===== src/rtl/ltpg_pkg.sv =====
// Shared defaults for the low-transition scan pattern generator.
// Assumes a 16-bit register; the tap and gate masks are bit masks over it.
package ltpg_pkg;
    localparam int          LFSR_W_DEF    = 16;
    localparam logic [15:0] TAP_MASK_DEF  = 16'hB400; // cells 15,13,12,10
    localparam logic [15:0] GATE_MASK_DEF = 16'h0421; // cells 10,5,0
    localparam logic [15:0] SEED_DEF      = 16'h0001;
    localparam int          CHAIN_LEN_DEF = 64;
endpackage


===== src/rtl/ltpg_lfsr.sv =====
// Fibonacci shift register: shifts toward the MSB and inserts the XOR of the
// tapped cells at bit 0. Assumes TAP_MASK gives a maximal-length sequence.
// A load replaces a zero seed by 1 so the register never locks up.
module ltpg_lfsr #(
    parameter int             W          = 16,
    parameter logic [W-1:0]   TAP_MASK   = 16'hB400,
    parameter logic [W-1:0]   RESET_SEED = 16'h0001
) (
    input  logic         clk,
    input  logic         rst_n,
    input  logic         load,
    input  logic [W-1:0] seed,
    input  logic         step,
    output logic [W-1:0] state
);
    localparam logic [W-1:0] ONE = {{(W-1){1'b0}}, 1'b1};

    logic         feedback;
    logic [W-1:0] seed_fixed;

    // Feedback bit and lock-up-free seed.
    always_comb begin
        feedback   = ^(state & TAP_MASK);
        seed_fixed = (seed == '0) ? ONE : seed;
    end

    // Register update: load wins over step.
    always_ff @(posedge clk) begin
        if (!rst_n)
            state <= RESET_SEED;
        else if (load)
            state <= seed_fixed;
        else if (step)
            state <= {state[W-2:0], feedback};
    end
endmodule


===== src/rtl/ltpg_toggle_cell.sv =====
// AND gate over the cells selected by GATE_MASK, feeding a toggle flip-flop.
// Assumes GATE_MASK is non-zero; the flip-flop inverts only on a step whose
// pre-step register value has every selected cell set.
module ltpg_toggle_cell #(
    parameter int           W         = 16,
    parameter logic [W-1:0] GATE_MASK = 16'h0421
) (
    input  logic         clk,
    input  logic         rst_n,
    input  logic         clear,
    input  logic         step,
    input  logic [W-1:0] state,
    output logic         bit_q
);
    logic gate;

    // All selected cells high.
    always_comb gate = ((state & GATE_MASK) == GATE_MASK);

    // Toggle flip-flop with synchronous clear.
    always_ff @(posedge clk) begin
        if (!rst_n)
            bit_q <= 1'b0;
        else if (clear)
            bit_q <= 1'b0;
        else if (step && gate)
            bit_q <= ~bit_q;
    end
endmodule


===== src/rtl/ltpg_pattern_count.sv =====
// Counts shifts and raises done for one cycle after every CHAIN_LEN-th shift.
// Assumes CHAIN_LEN >= 1; clear restarts the count from zero.
module ltpg_pattern_count #(
    parameter int CHAIN_LEN = 64
) (
    input  logic clk,
    input  logic rst_n,
    input  logic clear,
    input  logic step,
    output logic done
);
    localparam int CNT_W = (CHAIN_LEN > 1) ? $clog2(CHAIN_LEN) : 1;
    localparam logic [CNT_W-1:0] LAST = CNT_W'(CHAIN_LEN - 1);

    generate
        if (CHAIN_LEN == 1) begin : g_every
            // Every shift completes a pattern.
            always_ff @(posedge clk) begin
                if (!rst_n) done <= 1'b0;
                else        done <= step && !clear;
            end
        end else begin : g_count
            logic [CNT_W-1:0] cnt;
            // Shift counter with wrap and one-cycle strobe.
            always_ff @(posedge clk) begin
                if (!rst_n || clear) begin
                    cnt  <= '0;
                    done <= 1'b0;
                end else if (step) begin
                    cnt  <= (cnt == LAST) ? '0 : cnt + 1'b1;
                    done <= (cnt == LAST);
                end else begin
                    done <= 1'b0;
                end
            end
        end
    endgenerate
endmodule


===== src/rtl/ltpg_top.sv =====
// Low-transition scan-in generator: register, gated toggle bit and pattern
// counter. A seed load takes priority over shift enable in the same cycle.
module ltpg_top
    import ltpg_pkg::*;
#(
    parameter int                  LFSR_W    = LFSR_W_DEF,
    parameter logic [LFSR_W-1:0]   TAP_MASK  = TAP_MASK_DEF,
    parameter logic [LFSR_W-1:0]   GATE_MASK = GATE_MASK_DEF,
    parameter logic [LFSR_W-1:0]   RST_SEED  = SEED_DEF,
    parameter int                  CHAIN_LEN = CHAIN_LEN_DEF
) (
    input  logic              clk,
    input  logic              rst_n,
    input  logic              seed_load,
    input  logic [LFSR_W-1:0] seed_val,
    input  logic              shift_en,
    output logic              scan_in_bit,
    output logic              pattern_done
);
    logic              shift_step;
    logic [LFSR_W-1:0] lfsr_q;

    // A shift only happens when no seed load is pending.
    always_comb shift_step = shift_en && !seed_load;

    ltpg_lfsr #(.W(LFSR_W), .TAP_MASK(TAP_MASK), .RESET_SEED(RST_SEED)) u_lfsr (
        .clk(clk), .rst_n(rst_n), .load(seed_load), .seed(seed_val),
        .step(shift_step), .state(lfsr_q)
    );

    ltpg_toggle_cell #(.W(LFSR_W), .GATE_MASK(GATE_MASK)) u_tff (
        .clk(clk), .rst_n(rst_n), .clear(seed_load), .step(shift_step),
        .state(lfsr_q), .bit_q(scan_in_bit)
    );

    ltpg_pattern_count #(.CHAIN_LEN(CHAIN_LEN)) u_cnt (
        .clk(clk), .rst_n(rst_n), .clear(seed_load), .step(shift_step),
        .done(pattern_done)
    );
endmodule


===== config.mk =====
export PLATFORM = sky130hd
export DESIGN_NAME = ltpg_top
export DESIGN_NICKNAME = d
export VERILOG_FILES = /design/src/rtl/ltpg_pkg.sv /design/src/rtl/ltpg_lfsr.sv /design/src/rtl/ltpg_toggle_cell.sv /design/src/rtl/ltpg_pattern_count.sv /design/src/rtl/ltpg_top.sv
export SDC_FILE = /design/constraint.sdc
export NUM_CORES = 1
export LEC_CHECK = 0
export BUFFER_PORTS_ARGS = -buffer_cell sky130_fd_sc_hd__clkbuf_2
export CAP_MARGIN = 20
export CORE_ASPECT_RATIO = 1.2
export CORE_MARGIN = 2
export CORE_UTILIZATION = 40
export CTS_BUF_LIST = sky130_fd_sc_hd__clkbuf_4 sky130_fd_sc_hd__clkbuf_8
export DETAILED_ROUTE_END_ITERATION = 10
export GPL_ROUTABILITY_DRIVEN = 0
export PLACE_DENSITY = 0.66
export SETUP_SLACK_MARGIN = 0.1
export SYNTH_ARGS = -nofsm -noshare
export SYNTH_HDL_FRONTEND = slang
export SYNTH_SLANG_ARGS = --single-unit

===== constraint.sdc =====
create_clock -name clk -period 0.9 [get_ports clk]
set_input_delay 0.09 -clock clk [delete_from_list [all_inputs] [get_ports clk]]
set_output_delay 0.09 -clock clk [all_outputs]
set_load 0.02 [all_outputs]

==> results.yml, run 1 <==
setup_path:
  critical_path_class: "reg2reg"
  critical_path.startpoint_type: "flip-flop"
  crit_required_ns: 1.13
  cpMaxStageDelayCell: "dfxtp_2"
  crit_chain: "and3_4 -> nand4_1 -> xor2_1 -> nor2_1"
  worstPathArrival_ns: 1.22
  crit_path_end_kind: "flip-flop"
  cp_max_fo: 3
  slowest_delay_ns: 0.39
  reg2reg_depth: 4
floorplanning:
  coreArea_um2: 2810
  die_w_um: 53.6
  initial_utilization_pct: 42.0
  io_pins: 22
  die_area_um2: 3400
  fp-row-count: 21
  die_h_um: 63.5
logic_synthesis:
  avgSynthCellArea_um2: 9.01
  synth-seq-cells: 24
  yosysMostFrequentCell: "dfxtp_1"
  synthFlopType: "dfxtp_1"
  ys_async_sr_fraction_pct: 0
  synth.distinct_cells: 28
  synth_cells: 131
  syn_nets: 152
  yosys_warnings: 0
  synth_top_area_share_pct: 40.7
  synth_edf_count: 0
  ys_seq_area_share_pct: 40.7
  synthTopCellsByCount: "dfxtp_1 (24), nand2_1 (17), mux2i_1 (16), and2_1 (15)"
  synth_top_area_cell: "dfxtp_1"
  syn_area_um2: 1180
  yosys-top-cells-area: "dfxtp_1 (41%), mux2i_1 (14%), and2_1 (8.0%), nand2_1 (5.4%), xor2_1 (4.5%)"
sta:
  period_share_pct: 110
  worst_pin_slew_ns: 0.320
  fin_crit_ns: 0.993
  tns_ns: -0.284
  hold_violations: 0
  skew_ns: 0.00355
  maxSlewViolCount: 0
  hold_ws_ns: 0.0763
  fmax_mhz: 1010
  relSlewSlack_pct: 78.5
  setup_ws_ns: -0.0926
  setup_viol: 8
  grt_setup_unrepaired: "true"
route:
  drt-vias-per-instance: 4.88
  first_iter_violations: 12
  drtAntennaViolNets: 0
  dr.pass1.iters: 4
  routedWlPerCell_um: 12.0
  drt-total-wl_um: 2460
  vias: 1001
  drc_errors: 0
hold_path:
  hold_depth: 3
  hold_class: "in2reg"
power_and_ir_drop:
  p_leak_nw: 0.694
  p_seq_share_pct: 55.8
  clock_power_share_pct: 27.8
  p_per_area_nw_per_um2: 1310
  p_int_mw: 1.54
  p_sw_mw: 0.503
  sw_frac_of_total_pct: 24.6
  ir_drop_mv: 0.878
  combPwrFrac_pct: 16.4
grt:
  overflow: 0
  grt_max_degree: 17
  grt_pass1_wl_um: 4410
  grt.total_usage_pct: 17.2
  grt_pass1_vias: 1049
  grt_antenna_before_repair: 0
clock_tree:
  cts.sinks: 24
  cts_tree: "done"
  clock_latency_ns: 0.32
  cts_made_buffers: 3
  htree_levels: 1
  postCtsHoldBufs: 0
  cts_buffer_depth: 2
  cts_root_buffer: "clkbuf_4"
  path_clk_slew_ns: 0.13
finish:
  final_layout_size_suffix_gt1_share_pct: 43.3
  area_delta_synth_final_pct: 32.7
  fin_area_um2: 1570
  fin_nets: 193
  diodes: 0
  fin_util_pct: 55.7
run_status:
  status: "complete, but fails checks"
  violations: "negative setup slack"
place:
  dp_hpwl_um: 1910
  numPortBuffers: 21
  postPlaceCellArea_um2: 1450
flow_run:
  cap_violations: 0
[final cells by class]
| type | count | area, um2 |
|---|---|---|
| well taps | 34 | 42.5 |
| multi-input cells | 100 | 684 |
| flip-flops and latches | 24 | 504 |
| repair buffers | 43 | 298 |
| fillers | 253 | 1250 |
| clock buffers | 4 | 36.3 |
[worst max-delay path: cells and delay by family (launching register included)]
kind	cells	cell delay, ns
AND/OR/NAND/NOR	3	0.32
flip-flops	1	0.39
XOR/XNOR	1	0.19
[registers in the layout, indices dropped and copies added (netlist names)]
name / flops
u_lfsr.state: 16
u_tff.bit_q: 1
u_cnt.done: 1
u_cnt.g_count.cnt: 6
[power by group through the flow]
stage               clock network, mW  registers (mW)  logic, mW
finish                          0.568            1.14      0.336
global route                    0.645            1.15      0.377
CTS                             0.596            1.14      0.337
detailed placement                  0            1.16      0.325
global placement                    0            1.16      0.317
floorplan                           0            1.16      0.205
[kinds of logic (layout without fill, tap and decap cells)]
| group | Yosys count | in the layout | synth area share [%] |
|---|---|---|---|
| adder cells (fa/ha/maj) | 1 | 1 | 1.06 |
| multiplexers | 16 | 16 | 13.6 |
| AND/OR/NAND/NOR | 55 | 55 | 24.3 |
| AO/OA/AOI/OAI | 20 | 20 | 9.76 |
| flip-flops | 24 | 24 | 40.7 |
| buffers and inverters | 7 | 47 | 4.67 |
| XOR/XNOR | 8 | 8 | 5.94 |
[routing by layer]
layer	track usage [%]	part of all wire, %	routed length [um]	vias up
li1	-	-	-	531
met1	20.8	44	1090	449
met2	28.7	51	1250	16
met3	2.84	2.6	63	5
met4	8.01	2.2	53	0
met5	0	0	0	-
[placed cells by master (no fill, tap or decap), types with 3 or more instances in the layout]
cell type   n
nor2_1      8
clkbuf_2   19
dfxtp_1     7
clkbuf_4    3
nand4_1     3
nand2b_1    3
nand2_1    16
nor4_1      3
o21ai_0     3
and2_1     15
dfxtp_2    16
buf_4      20
o21ai_1    12
xor2_1      6
mux2i_1    16
[stage by stage]
step	setup slack [ns]	std cells	power (mW)
after floorplan	-0.0330	131	1.36
after global placement	-0.0577	199	1.48
after detailed placement	-0.0862	199	1.49
after CTS	-0.0764	205	2.07
after global routing	-0.171	205	2.17
final	-0.0926	205	2.05
[worst paths after layout]
path / end / startpoint / slack, ns
min reg2reg: u_cnt.g_count.cnt[5] / u_cnt.g_count.cnt[5] / 0.52
max: u_cnt.g_count.cnt[5] / u_cnt.g_count.cnt[1] / -0.09
max reg2reg: u_cnt.g_count.cnt[5] / u_cnt.g_count.cnt[1] / -0.09
min: u_lfsr.state[0] / seed_val[0] / 0.08
[timing repair]
item / 4_1_cts / 5_1_grt
setup endpoints to repair: 19 / 25
buffers inserted: 2 / 0
gates resized for setup: 16 / 10
pin swaps: 20 / 18
Power figures use the tool's default switching activity.
==> inputs of run 2 (changes only) <==
CORE_UTILIZATION = 50   (was 40)
PLACE_DENSITY = 0.79   (was 0.66)
==> run 2 against run 1 <==
  * The flow still finishes with violations (negative setup slack)
  * Core utilization grew 13 points
  * Non-clock buffer count is 5 lower
  * Cell area down 0.24%
  * Worst hold slack improved by 0.0061 ns
  * Global-route usage up 2.4 points
  * Via count is 1.3% higher
  * Clock power is 37% higher
  * Critical endpoint is now u_lfsr.state[0]
==> results.yml, run 2 (same netlist as run 1, synthesis figures left out) <==
run_status:
  status: "complete, but fails checks"
  violations: "negative setup slack"
route:
  routedWlPerCell_um: 13.2
  drc_errors: 0
  vias: 1014
  first_iter_violations: 23
  drt-vias-per-instance: 5.15
  drt-total-wl_um: 2600
  dr.pass1.iters: 4
  drtAntennaViolNets: 0
floorplanning:
  die_w_um: 48.3
  initial_utilization_pct: 52.2
  coreArea_um2: 2260
  die_h_um: 57.2
  fp-row-count: 19
  die_area_um2: 2770
  io_pins: 22
sta:
  fmax_mhz: 965
  tns_ns: -0.513
  skew_ns: 0.00741
  grt_setup_unrepaired: "true"
  relSlewSlack_pct: 76.8
  fin_crit_ns: 1.04
  period_share_pct: 115
  hold_violations: 0
  maxSlewViolCount: 0
  hold_ws_ns: 0.0824
  worst_pin_slew_ns: 0.344
  setup_ws_ns: -0.137
  setup_viol: 11
clock_tree:
  clock_latency_ns: 0.32
  cts_buffer_depth: 2
  cts_tree: "done"
  postCtsHoldBufs: 0
  cts_root_buffer: "clkbuf_4"
  cts.sinks: 24
  cts_made_buffers: 3
  htree_levels: 1
  path_clk_slew_ns: 0.13
flow_run:
  cap_violations: 0
grt:
  grt_antenna_before_repair: 0
  overflow: 0
  grt_pass1_vias: 1030
  grt_pass1_wl_um: 4250
  grt.total_usage_pct: 19.7
  grt_max_degree: 24
finish:
  largest_reg_flops: 16
  fin_nets: 188
  top_regs: "u_lfsr.state: 16 flops, u_cnt.g_count.cnt: 6 flops"
  max_flop_register: "u_lfsr.state"
  mostFrequentLayoutCell: "clkbuf_2"
  diodes: 0
  layout_common_cells: "clkbuf_2 (19), dfxtp_2 (17), mux2i_1 (16), nand2_1 (16), and2_1 (15)"
  final_layout_size_suffix_gt1_share_pct: 42.8
  stdcell_count: 197
  area_delta_synth_final_pct: 32.3
power_and_ir_drop:
  p_per_area_nw_per_um2: 1440
  ir_drop_mv: 1.55
  p_leak_nw: 0.683
setup_path:
  crit_chain: "xor2_2 -> xnor2_1 -> a211oi_2 -> a31oi_1"
  critical_path_class: "reg2reg"
  slowest_delay_ns: 0.36
  cpMaxStageDelayCell: "dfxtp_2"
  cp_max_fo: 2
  worstPathArrival_ns: 1.30
  crit_required_ns: 1.16
  critical_path.startpoint_type: "flip-flop"
  crit_path_end_kind: "flip-flop"
hold_path:
  hold_class: "in2reg"
place:
  dp_hpwl_um: 1990
  numPortBuffers: 21
  dp.cells: 192
==> run 2: worst paths after layout <==
check,start,to,slack [ns],cells past startpoint
setup / recovery,u_lfsr.state[12],u_lfsr.state[0],-0.14,4
hold / removal,seed_val[0],u_lfsr.state[0],0.08,3
setup reg to reg,u_lfsr.state[12],u_lfsr.state[0],-0.14,4
hold reg to reg,u_cnt.g_count.cnt[1],u_cnt.g_count.cnt[1],0.56,2
==> run 2: where the power goes <==
group / switching, mW / leakage (nW) / internal, mW
clock network: 0.325 / 0.0279 / 0.451
registers: 0.0350 / 0.205 / 1.11
logic: 0.157 / 0.450 / 0.177
total: 0.517 / 0.683 / 1.74
==> run 2: metrics by stage <==
stage	worst slack (ns)	total power, mW	cell area (um2)	util (%)
CTS	-0.139	2.26	1540	68.0
global placement	-0.0790	1.46	1430	63.3
detailed placement	-0.121	1.48	1430	63.3
floorplan	-0.0330	1.36	1220	-
global route	-0.189	2.35	1560	69.1
finish	-0.137	2.26	1560	69.1
==> run 2: layer usage <==
metal,vias to the layer above,part of all wire (%),GRT usage (%)
li1,520,-,-
met1,464,41,20.5
met2,26,54,39.9
met3,4,3.4,2.36
met4,0,1.3,7.35
met5,-,0,0
==> run 2: worst max-delay path, delay by kind of cell (launching register included) <==
| family | cells | cell delay, ns |
|---|---|---|
| AOI/OAI and AO/OA | 2 | 0.25 |
| xor gates and xnor gates | 2 | 0.37 |
| DFF | 1 | 0.36 |
==> run 2: cell type report <==
| class | instances | area [um2] |
|---|---|---|
| clock inverters | 1 | 30.0 |
| clock buffers | 3 | 22.5 |
| well taps | 31 | 38.8 |
| repair buffers | 38 | 273 |
| flip-flops and latches | 24 | 505 |
| fillers | 183 | 697 |
| multi-input cells | 100 | 692 |
==> run 2: timing repair <==
item / 4_1_cts / 5_1_grt
pin swaps: 18 / 17
endpoints found under the setup margin: 20 / 26
buffers inserted: 1 / 0
resized for setup: 17 / 14
